===== config.mk =====
export PLATFORM = sky130hd
export DESIGN_NAME = dma_chan_regs
export DESIGN_NICKNAME = d
export VERILOG_FILES = /design/src/rtl/dmareg_pkg.sv /design/src/rtl/chan_evt_status.sv /design/src/rtl/chan_table.sv /design/src/rtl/dma_chan_regs.sv
export SDC_FILE = /design/constraint.sdc
export NUM_CORES = 1
export LEC_CHECK = 0
export ABC_AREA = 1
export CORE_MARGIN = 10
export CORE_UTILIZATION = 64
export CTS_BUF_LIST = sky130_fd_sc_hd__clkbuf_8
export CTS_CLUSTER_SIZE = 16
export DETAILED_ROUTE_END_ITERATION = 10
export DONT_BUFFER_PORTS = 1
export PLACE_DENSITY = 0.76
export SYNTH_ARGS = -nofsm -noshare
export SYNTH_HDL_FRONTEND = slang
export SYNTH_SLANG_ARGS = --single-unit

===== constraint.sdc =====
create_clock -name clk -period 2.9 [get_ports clk]
set_input_delay 0.29 -clock clk [delete_from_list [all_inputs] [get_ports clk]]
set_output_delay 0.29 -clock clk [all_outputs]
set_load 0.02 [all_outputs]

===== src/rtl/dmareg_pkg.sv =====
package dmareg_pkg;
  localparam int AW = 10;
  localparam int DW = 32;

  localparam logic [AW-1:0] A_CFG    = 10'h180;
  localparam logic [AW-1:0] A_ERR    = 10'h181;
  localparam logic [AW-1:0] A_IEN    = 10'h182;
  localparam logic [AW-1:0] A_TXSET  = 10'h184;
  localparam logic [AW-1:0] A_TXRST  = 10'h185;
  localparam logic [AW-1:0] A_TXEOB  = 10'h186;
  localparam logic [AW-1:0] A_TXDERR = 10'h187;
  localparam logic [AW-1:0] A_RXSET  = 10'h190;
  localparam logic [AW-1:0] A_RXRST  = 10'h191;
  localparam logic [AW-1:0] A_RXEOB  = 10'h192;
  localparam logic [AW-1:0] A_RXDERR = 10'h193;
  localparam logic [AW-1:0] A_TXPTR  = 10'h1A0;
  localparam logic [AW-1:0] A_RXPTR  = 10'h1C0;
  localparam logic [AW-1:0] A_RXBSZ  = 10'h1E0;

  localparam logic [DW-1:0] CFG_KEEP   = 32'h00FF_C087;
  localparam logic [DW-1:0] CFG_RSTVAL = 32'h0007_C000;
  localparam logic [DW-1:0] IEN_KEEP   = 32'h0000_001F;
  localparam logic [DW-1:0] TXACT_KEEP = 32'hF000_0000;
  localparam logic [DW-1:0] RXACT_KEEP = 32'hC000_0000;
  localparam logic [DW-1:0] BSZ_KEEP   = 32'h0000_00FF;
  localparam logic [DW-1:0] ALL_KEEP   = 32'hFFFF_FFFF;
  localparam int            SOFT_BIT   = 31;

  // Channel i owns bit 31-i; returns the bits owned by n channels.
  function automatic logic [DW-1:0] chan_bits(input int n);
    logic [DW-1:0] m;
    m = '0;
    for (int i = 0; i < DW; i++) begin
      if (i < n) m[DW-1-i] = 1'b1;
    end
    return m;
  endfunction
endpackage


===== src/rtl/chan_evt_status.sv =====
module chan_evt_status
  import dmareg_pkg::*;
#(
  parameter int NCH = 4
) (
  input  logic          clk,
  input  logic          rst_n,
  input  logic          clr_en,
  input  logic [DW-1:0] clr_mask,
  input  logic          soft_clr,
  input  logic [NCH-1:0] evt,
  output logic [DW-1:0] stat
);
  localparam logic [DW-1:0] VALID = chan_bits(NCH);

  logic [DW-1:0] st_q, st_d, evt_bits;

  always_comb begin
    evt_bits = '0;
    for (int i = 0; i < NCH; i++) evt_bits[DW-1-i] = evt[i];
  end

  // Clear first, then merge events so a set in the same cycle survives.
  always_comb begin
    st_d = st_q;
    if (soft_clr)    st_d = '0;
    else if (clr_en) st_d = st_q & ~clr_mask;
    st_d = (st_d | evt_bits) & VALID;
  end

  always_ff @(posedge clk or negedge rst_n) begin
    if (!rst_n) st_q <= '0;
    else        st_q <= st_d;
  end

  assign stat = st_q;
endmodule


===== src/rtl/chan_table.sv =====
module chan_table
  import dmareg_pkg::*;
#(
  parameter int            NCH  = 4,
  parameter logic [AW-1:0] BASE = 10'h1A0,
  parameter logic [DW-1:0] KEEP = 32'hFFFF_FFFF
) (
  input  logic          clk,
  input  logic          rst_n,
  input  logic          wen,
  input  logic [AW-1:0] addr,
  input  logic [DW-1:0] wdata,
  output logic          hit,
  output logic [DW-1:0] rdata
);
  localparam logic [AW-1:0] LIMIT = AW'(NCH);

  logic [AW-1:0] idx;
  logic [DW-1:0] ent_q [NCH];

  assign idx = addr - BASE;
  assign hit = (addr >= BASE) && (idx < LIMIT);

  for (genvar g = 0; g < NCH; g++) begin : g_ent
    logic ent_en;
    assign ent_en = wen && hit && (idx == AW'(g));
    always_ff @(posedge clk or negedge rst_n) begin
      if (!rst_n)      ent_q[g] <= '0;
      else if (ent_en) ent_q[g] <= wdata & KEEP;
    end
  end

  always_comb begin
    rdata = '0;
    for (int i = 0; i < NCH; i++) begin
      if (hit && idx == AW'(i)) rdata = ent_q[i];
    end
  end
endmodule


===== src/rtl/dma_chan_regs.sv =====
module dma_chan_regs
  import dmareg_pkg::*;
#(
  parameter int NTX = 4,
  parameter int NRX = 2
) (
  input  logic           clk,
  input  logic           rst_n,
  input  logic           dcr_wen,
  input  logic [AW-1:0]  dcr_addr,
  input  logic [DW-1:0]  dcr_wdata,
  output logic [DW-1:0]  dcr_rdata,
  input  logic [NTX-1:0] tx_eob_evt,
  input  logic [NTX-1:0] tx_derr_evt,
  input  logic [NRX-1:0] rx_eob_evt,
  input  logic [NRX-1:0] rx_derr_evt
);
  logic wr_cfg, soft_rst;
  logic [DW-1:0] cfg_q, cfg_d, err_q, err_d, ier_q, ier_d;
  logic [DW-1:0] txset_q, txset_d, txrst_q, txrst_d;
  logic [DW-1:0] rxset_q, rxset_d, rxrst_q, rxrst_d;
  logic [DW-1:0] tx_eob_stat, tx_derr_stat, rx_eob_stat, rx_derr_stat;
  logic          txp_hit, rxp_hit, bsz_hit;
  logic [DW-1:0] txp_rd, rxp_rd, bsz_rd;
  logic [DW-1:0] glob_rd;

  assign wr_cfg   = dcr_wen && (dcr_addr == A_CFG);
  assign soft_rst = wr_cfg && dcr_wdata[SOFT_BIT];

  // Next state of the global control words
  always_comb begin
    cfg_d   = cfg_q;
    err_d   = err_q;
    ier_d   = ier_q;
    txset_d = txset_q;
    txrst_d = txrst_q;
    rxset_d = rxset_q;
    rxrst_d = rxrst_q;
    if (soft_rst) begin
      err_d   = '0;
      ier_d   = '0;
      txset_d = '0;
      txrst_d = '0;
      rxset_d = '0;
      rxrst_d = '0;
    end
    if (dcr_wen) begin
      unique case (dcr_addr)
        A_CFG:   cfg_d   = dcr_wdata & CFG_KEEP;
        A_ERR:   err_d   = err_q & ~dcr_wdata;
        A_IEN:   ier_d   = dcr_wdata & IEN_KEEP;
        A_TXSET: txset_d = dcr_wdata & TXACT_KEEP;
        A_TXRST: txrst_d = dcr_wdata & TXACT_KEEP;
        A_RXSET: rxset_d = dcr_wdata & RXACT_KEEP;
        A_RXRST: rxrst_d = dcr_wdata & RXACT_KEEP;
        default: ;
      endcase
    end
  end

  always_ff @(posedge clk or negedge rst_n) begin
    if (!rst_n) begin
      cfg_q   <= CFG_RSTVAL;
      err_q   <= '0;
      ier_q   <= '0;
      txset_q <= '0;
      txrst_q <= '0;
      rxset_q <= '0;
      rxrst_q <= '0;
    end else begin
      cfg_q   <= cfg_d;
      err_q   <= err_d;
      ier_q   <= ier_d;
      txset_q <= txset_d;
      txrst_q <= txrst_d;
      rxset_q <= rxset_d;
      rxrst_q <= rxrst_d;
    end
  end

  // Interrupt status words
  chan_evt_status #(.NCH(NTX)) u_tx_eob (
    .clk(clk), .rst_n(rst_n),
    .clr_en(dcr_wen && dcr_addr == A_TXEOB), .clr_mask(dcr_wdata),
    .soft_clr(soft_rst), .evt(tx_eob_evt), .stat(tx_eob_stat));

  chan_evt_status #(.NCH(NTX)) u_tx_derr (
    .clk(clk), .rst_n(rst_n),
    .clr_en(dcr_wen && dcr_addr == A_TXDERR), .clr_mask(dcr_wdata),
    .soft_clr(soft_rst), .evt(tx_derr_evt), .stat(tx_derr_stat));

  chan_evt_status #(.NCH(NRX)) u_rx_eob (
    .clk(clk), .rst_n(rst_n),
    .clr_en(dcr_wen && dcr_addr == A_RXEOB), .clr_mask(dcr_wdata),
    .soft_clr(soft_rst), .evt(rx_eob_evt), .stat(rx_eob_stat));

  chan_evt_status #(.NCH(NRX)) u_rx_derr (
    .clk(clk), .rst_n(rst_n),
    .clr_en(dcr_wen && dcr_addr == A_RXDERR), .clr_mask(dcr_wdata),
    .soft_clr(soft_rst), .evt(rx_derr_evt), .stat(rx_derr_stat));

  // Per-channel tables, untouched by the soft reset
  chan_table #(.NCH(NTX), .BASE(A_TXPTR), .KEEP(ALL_KEEP)) u_txptr (
    .clk(clk), .rst_n(rst_n), .wen(dcr_wen), .addr(dcr_addr),
    .wdata(dcr_wdata), .hit(txp_hit), .rdata(txp_rd));

  chan_table #(.NCH(NRX), .BASE(A_RXPTR), .KEEP(ALL_KEEP)) u_rxptr (
    .clk(clk), .rst_n(rst_n), .wen(dcr_wen), .addr(dcr_addr),
    .wdata(dcr_wdata), .hit(rxp_hit), .rdata(rxp_rd));

  chan_table #(.NCH(NRX), .BASE(A_RXBSZ), .KEEP(BSZ_KEEP)) u_rxbsz (
    .clk(clk), .rst_n(rst_n), .wen(dcr_wen), .addr(dcr_addr),
    .wdata(dcr_wdata), .hit(bsz_hit), .rdata(bsz_rd));

  // Read multiplexer
  always_comb begin
    unique case (dcr_addr)
      A_CFG:    glob_rd = cfg_q;
      A_ERR:    glob_rd = err_q;
      A_IEN:    glob_rd = ier_q;
      A_TXSET:  glob_rd = txset_q;
      A_TXRST:  glob_rd = txrst_q;
      A_TXEOB:  glob_rd = tx_eob_stat;
      A_TXDERR: glob_rd = tx_derr_stat;
      A_RXSET:  glob_rd = rxset_q;
      A_RXRST:  glob_rd = rxrst_q;
      A_RXEOB:  glob_rd = rx_eob_stat;
      A_RXDERR: glob_rd = rx_derr_stat;
      default:  glob_rd = '0;
    endcase
  end

  always_comb begin
    if (txp_hit)      dcr_rdata = txp_rd;
    else if (rxp_hit) dcr_rdata = rxp_rd;
    else if (bsz_hit) dcr_rdata = bsz_rd;
    else              dcr_rdata = glob_rd;
  end
endmodule


==> out/metrics.csv, run 1 <==
metric,value,unit
status,"complete, but fails checks",
violations in the final reports,hold timing,
maximum operating frequency,0.402,GHz
largest cells by area after synthesis,"sky130_fd_sc_hd__dfrtp_1 (54%), sky130_fd_sc_hd__nand2_1 (12%), sky130_fd_sc_hd__o21ai_0 (6.5%), sky130_fd_sc_hd__nor2_1 (5.4%), sky130_fd_sc_hd__nand3_1 (4.0%)",
RSZ-0062 raised after global routing,no,
initial core utilization,65.2,%
cell taking the most area after synthesis,sky130_fd_sc_hd__dfrtp_1,
worst setup path category,in2out,
reg2reg path depth,2,
"Clk Latency, worst-skew pair",580,ps
leakage power,10.7,nW
setup violators final,0,
R2R Setup Slk,2130,ps
global-route wire length before repair,86.8,mm
Row Count,63,
initial DRC count,1995,
synthesis warning total,0,
# port buffers,0,
fin crit share,85.7,%
worst-case clock buffer depth,3,
endpoints failing hold,426,
post-synth net total,2446,
number of buffer and inverter stages on the critical path,3,
final non-filler cell area,21400,µm²
"commonest non-fill, non-tap cells in the layout","sky130_fd_sc_hd__nand2_1 (627), sky130_fd_sc_hd__dfrtp_1 (421), sky130_fd_sc_hd__nor2_1 (274), sky130_fd_sc_hd__o21ai_0 (250), sky130_fd_sc_hd__inv_1 (231)",
Post-Syn Area per Cell,8.12,µm²
"commonest non-fill, non-tap cell in the layout",sky130_fd_sc_hd__nand2_1,
final core occ,71.9,%
top cell type's share of synthesized area,54.4,%
average via count per standard cell,5.85,
vias after detailed routing,16700,
grt ovf,0,
total standard cell area after synthesis,19400,µm²
total power density per cell area,536,nW/µm²
total DRC errors in the routed layout,0,
area growth from synthesis to layout,10.3,%
Placeable Area,29700,µm²
Hold Buf Count CTS,26,
portion of the post-synthesis area used by sequential elements,55.1,%
slew at the pin with the worst max-slew slack,864,ps
layout filler cell count,2349,
fraction of final layout cells with drive strength greater than 1,8.70,%
per-cell routed wire length,19.3,µm
Setup TNS,0,ps
r2r endpoint,u_rx_eob.stat[30],
count of nets left with antenna violations after detail routing,0,
required time at the worst-slack endpoint,2610,ps
largest net degree at the start of global routing,427,
clock input transition at the sequential cells of the worst setup and hold paths,50,ps
dpl hpwl,35.1,mm
type of element launching the critical path,primary input,
DIE AREA,37600,µm²
cell at the slowest stage of the critical path,sky130_fd_sc_hd__buf_4,
Post-Route Hold Slack,-599,ps
number of buffers added by the clock tree synthesis step,71,
number of max-cap violations,0,
cell-by-cell listing of the critical path,inv_1 -> ha_1 -> inv_1 -> a21oi_1 -> nand3_1 -> nor2_1 -> and2_1 -> buf_4 -> nand2_1 -> nand3_1 -> nor2_1 -> nand2_1,
Final Net Count,2470,
clock tree from TritonCTS,built,
Total Routed Length,55.0,mm
non-filler instance count after layout,2854,
Die Y,194,µm
Clock Skew,0,ps
Max-Slew Margin vs Limit,42.4,%
number of instances resized during post-cts repair,0,
combined area of the multi-input logic cells,7280,µm²
maximum single-stage delay on the critical path,320,ps
worst reg2reg path startpoint,u_rx_eob.stat[30],
footprint of the flip-flops and latches,10700,µm²
vias in the first global route,15800,
number of antenna violations at the first check in global routing,2,
Final min period,2490,ps
RD Place Congestion,0.978,
element type at the critical path end,output pin,
First-pass DRT Iterations,5,
overall global routing resource usage,28.5,%
peak ir drop on the vdd network,0.000435,V
hold crit path type,in2async,
synthesized instance count,2387,
post-detailed-placement cell area,19800,µm²
final number of max-transition violations,0,
Die Span X,194,µm
critical path data arrival time,2200,ps
synth unique cells,34,
cell total after placement,2702,
H-Tree Depth,3,
"critical path fanouts, max",21,
sinks on the clock net,426,
number of ports placed on the die boundary,89,
cell at the root of the clock tree,sky130_fd_sc_hd__clkbuf_8,
number of storage elements in the synthesis netlist,426,
cell family with most CP delay,simple AND/OR/NAND/NOR gates,
[per-stage QoR]
step | power [mW] | setup slack, ps
floorplan | 6.41 | 866
global placement | 6.49 | 487
detailed placement | 6.51 | 461
CTS | 11.5 | 443
global route | 11.8 | 235
finish | 11.4 | 414
[logic make-up after synthesis]
group,Yosys count,synth area share [%]
AOI/OAI and AO/OA,399,10.8
DFF,426,55.1
adders and majority gates,2,0.129
buffers and inverters,350,7.50
and+or+nand+nor,1210,26.6
[cell usage after synthesis]
library cell and n:
sky130_fd_sc_hd__a21oi_1 34, sky130_fd_sc_hd__buf_4 14, sky130_fd_sc_hd__o21ai_1 80, sky130_fd_sc_hd__a21boi_1 3
sky130_fd_sc_hd__nor2_4 8, sky130_fd_sc_hd__nand2_1 628, sky130_fd_sc_hd__a21boi_0 11, sky130_fd_sc_hd__inv_2 10
sky130_fd_sc_hd__a22oi_1 7, sky130_fd_sc_hd__dfstp_2 5, sky130_fd_sc_hd__nand3b_1 4, sky130_fd_sc_hd__o211ai_1 2
sky130_fd_sc_hd__nand3_2 3, sky130_fd_sc_hd__ha_1 2, sky130_fd_sc_hd__o21ai_0 250, sky130_fd_sc_hd__and2_1 1
sky130_fd_sc_hd__dfrtp_1 421, sky130_fd_sc_hd__nor2_1 277, sky130_fd_sc_hd__nand2_2 11, sky130_fd_sc_hd__and3_1 1
sky130_fd_sc_hd__buf_2 69, sky130_fd_sc_hd__nand4_2 2, sky130_fd_sc_hd__nor2_2 9, sky130_fd_sc_hd__nand4_1 43
sky130_fd_sc_hd__nor3_1 62, sky130_fd_sc_hd__nand3_1 156, sky130_fd_sc_hd__nor4_1 1, sky130_fd_sc_hd__nand3_4 3
sky130_fd_sc_hd__inv_1 203, sky130_fd_sc_hd__clkbuf_1 52, sky130_fd_sc_hd__o21bai_1 12, sky130_fd_sc_hd__buf_1 1
sky130_fd_sc_hd__nor3_4 1, sky130_fd_sc_hd__clkinv_1 1
[final cells by class]
type                    instances  share of cell area (%)
inverters                     214                    3.76
flip-flops and latches        426                    49.9
clock inverters                38                   0.773
diodes                          3                  0.0351
clock buffers                  85                    5.47
well taps                     390                    2.28
repair buffers                 87                    3.71
multi-input cells            1611                    34.1
[metal layers]
metal | up-vias | track usage [%] | part of all wire [%]
met2 | 882 | 42.1 | 44
met1 | 7959 | 39.6 | 42
li1 | 7704 | - | -
met3 | 146 | 7.47 | 11
met4 | 0 | 11.2 | 3.5
met5 | - | 0 | 0
[flip-flops by register name, summed over array words and instances (netlist names)]
| register | cells |
|---|---|
| u_txptr.ent_q | 128 |
| u_rxptr.ent_q | 64 |
| err_q | 32 |
| ier_q | 32 |
| rxrst_q | 32 |
| rxset_q | 32 |
| txrst_q | 32 |
| txset_q | 32 |
| u_rxbsz.ent_q | 16 |
| cfg_q | 14 |
| u_tx_derr.stat | 4 |
| u_tx_eob.stat | 4 |
| u_rx_derr.stat | 2 |
| u_rx_eob.stat | 2 |
[worst reg2reg max path, cell delays in order (launching register included)]
cell and delay (ps):
sky130_fd_sc_hd__dfrtp_1 390, sky130_fd_sc_hd__o21ai_0 110, sky130_fd_sc_hd__o21bai_1 180
[worst max path at each step]
| stage | start | end | slack [ps] | cells past startpoint |
|---|---|---|---|---|
| after floorplan | dcr_addr[6] | dcr_rdata[0] | 870 | 11 |
| after global placement | dcr_addr[6] | dcr_rdata[28] | 490 | 12 |
| after detailed placement | dcr_addr[6] | dcr_rdata[0] | 460 | 11 |
| after CTS | dcr_addr[6] | dcr_rdata[8] | 440 | 11 |
| after global routing | dcr_addr[6] | dcr_rdata[0] | 240 | 11 |
| final | dcr_addr[6] | dcr_rdata[28] | 410 | 12 |
[what timing repair did]
action                                  CTS  global route
setup buffers                             0             0
endpoints found under the hold margin   490           426
endpoints found under the setup margin    0             0
[power breakdown]
group / total [mW] / switching, mW / internal [mW] / leakage (nW)
clock: 5.00 / 2.35 / 2.65 / 0.797
combinational: 0.373 / 0.265 / 0.108 / 4.38
sequential: 6.07 / 0.0373 / 6.04 / 5.48
Power figures use the tool's default switching activity.
==> inputs of run 2 (changes only) <==
PLACE_DENSITY = 0.8   (was 0.76)
SETUP_SLACK_MARGIN = 0.05   (was unset)
==> run 2 against run 1 <==
Against the previous run:
- the flow still finishes with violations (hold timing)
- first-iteration DRC count increased by 11%
- largest cell class unchanged
- wire length increased by 1.0%
- largest power group unchanged
- power increased by 1.7%
- clock power increased by 4%
- non-clock buffer count increased by 7
==> out/metrics.csv, run 2 (synthesis results as in run 1) <==
metric,value,unit,change
slew at the pin with the worst max-slew slack,729,ps,-135 ps
number of instances resized during post-cts repair,0,,unchanged
fin crit share,89.8,%,+4.0 points
final number of max-transition violations,0,,unchanged
worst setup path category,in2out,,
# port buffers,0,,unchanged
cell-by-cell listing of the critical path,nor2_1 -> nand2_1 -> inv_2 -> and3_1 -> nand2_1 -> a21oi_1 -> nor2_1 -> nand2_1,,
initial core utilization,65.2,%,unchanged
Final Net Count,2477,,+0.28%
Die Span X,194,µm,unchanged
Hold Buf Count CTS,27,,+3.8%
Total Routed Length,55.6,mm,+1.0%
number of ports placed on the die boundary,89,,unchanged
post-CTS setup buffers,0,,unchanged
required time at the worst-slack endpoint,2610,ps,about the same
dpl hpwl,35.9,mm,+2.3%
layout filler cell count,2218,,-5.6%
clock input transition at the sequential cells of the worst setup and hold paths,60,ps,about the same
"commonest non-fill, non-tap cell in the layout",sky130_fd_sc_hd__nand2_1,,
RSZ-0062 raised after global routing,no,,
violations in the final reports,hold timing,,
RD Place Congestion,0.972,,-0.62%
Clock Skew,0,ps,unchanged
sinks on the clock net,426,,unchanged
number of buffers added by the clock tree synthesis step,71,,unchanged
peak ir drop on the vdd network,0.000321,V,-26%
number of max-cap violations,0,,unchanged
Die Y,194,µm,unchanged
non-filler instance count after layout,2857,,+0.11%
total power density per cell area,541,nW/µm²,+1.0%
Placeable Area,29700,µm²,unchanged
cell at the slowest stage of the critical path,sky130_fd_sc_hd__and3_1,,
endpoints failing hold,426,,unchanged
leakage power,10.7,nW,+0.42%
post-detailed-placement cell area,19900,µm²,+0.48%
H-Tree Depth,3,,unchanged
initial DRC count,2221,,+11%
status,"complete, but fails checks",,
per-cell routed wire length,19.5,µm,+0.91%
vias in the first global route,16200,,+2.3%
Setup TNS,0,ps,unchanged
"flip-flop count of the largest register, all copies and words added",128,,unchanged
element type at the critical path end,output pin,,
area growth from synthesis to layout,11.1,%,
count of nets left with antenna violations after detail routing,0,,unchanged
Row Count,63,,unchanged
Max-Slew Margin vs Limit,51.4,%,+9.0 points
First-pass DRT Iterations,8,,+3
Antenna Diode Count,0,,-3
hold crit path type,in2async,,
Post-Route Hold Slack,-591,ps,+8.42 ps
vias after detailed routing,16800,,+0.89%
maximum operating frequency,0.384,GHz,-4.5%
Final min period,2600,ps,+117 ps
largest reg by FF count,u_txptr.ent_q,,
largest net degree at the start of global routing,427,,unchanged
total DRC errors in the routed layout,0,,unchanged
"critical path fanouts, max",12,,-43%
type of element launching the critical path,primary input,,
Top Registers,"u_txptr.ent_q x128, u_rxptr.ent_q x64",,
final core occ,72.5,%,+0.52 points
overall global routing resource usage,28.9,%,+0.36 points
final non-filler cell area,21500,µm²,+0.72%
cell total after placement,2708,,+0.22%
"Clk Latency, worst-skew pair",590,ps,about the same
number of antenna violations at the first check in global routing,1,,-1
worst-case clock buffer depth,3,,unchanged
maximum single-stage delay on the critical path,580,ps,+260 ps
fraction of final layout cells with drive strength greater than 1,9.04,%,+0.34 points
"commonest non-fill, non-tap cells in the layout","sky130_fd_sc_hd__nand2_1 (627), sky130_fd_sc_hd__dfrtp_1 (421), sky130_fd_sc_hd__nor2_1 (274), sky130_fd_sc_hd__o21ai_0 (250), sky130_fd_sc_hd__inv_1 (227)",,
grt ovf,0,,unchanged
average via count per standard cell,5.89,,+0.79%
setup violators final,0,,unchanged
most common cell type on the critical path,sky130_fd_sc_hd__nand2_1,,
DIE AREA,37600,µm²,unchanged
clock tree from TritonCTS,built,,
cell at the root of the clock tree,sky130_fd_sc_hd__clkbuf_8,,
global-route wire length before repair,88.1,mm,+1.4%
critical path data arrival time,2310,ps,+110 ps
-- run 2: per-layer routing --
layer | share of wire, % | wire length [µm] | vias up | global-route usage (%)
li1 | - | - | 7709 | -
met2 | 45 | 24800 | 950 | 43.3
met3 | 11 | 6390 | 155 | 8.25
met1 | 41 | 22600 | 8026 | 39.2
met5 | 0 | 0 | - | 0
met4 | 3.4 | 1880 | 0 | 10.8
-- run 2: final timing paths --
path	cells past startpoint	slack, ps	startpoint	to
max in group asynchronous	0	2910	rst_n	txrst_q[29]
worst min-delay path	0	-590	rst_n	u_txptr.ent_q[120]
min in group clk	2	20	dcr_wdata[23]	u_txptr.ent_q[87]
worst min register to register	2	480	u_txptr.ent_q[3]	u_txptr.ent_q[3]
worst max-delay path	8	300	dcr_addr[3]	dcr_rdata[20]
worst max register to register	2	2130	u_tx_derr.stat[31]	u_tx_derr.stat[31]
-- run 2: worst max-delay path: cells and delay by family --
| family | cells | cell delay (ps) |
|---|---|---|
| AO/OA/AOI/OAI | 1 | 180 |
| AND/OR/NAND/NOR | 6 | 1590 |
| buffers and inverters | 1 | 250 |
-- run 2: metrics by stage --
step	power (mW)	hold WS, ps	worst slack (ps)
3_3_place_gp	6.49	12.2	508
3_5_place_dp	6.51	9.52	467
5_1_grt	12.0	-599	225
2_1_floorplan	6.41	-5.59	866
6_report	11.6	-591	296
4_1_cts	11.7	-618	472
-- run 2: layout make-up --
type,count,area (µm²),share of cell area [%]
Multi-Input combinational cell,1611,7280,33.8
Sequential cell,426,10700,49.5
Inverter,214,803,3.73
Timing Repair Buffer,94,898,4.17
Clock inverter,34,180,0.837
Tap cell,390,488,2.27
Clock buffer,88,1210,5.63
-- run 2: where the power goes --
part | internal [mW] | leakage, nW | switching, mW | total [mW]
clock network | 2.82 | 0.800 | 2.38 | 5.20
registers | 6.04 | 5.48 | 0.0377 | 6.07
logic | 0.110 | 4.42 | 0.265 | 0.375
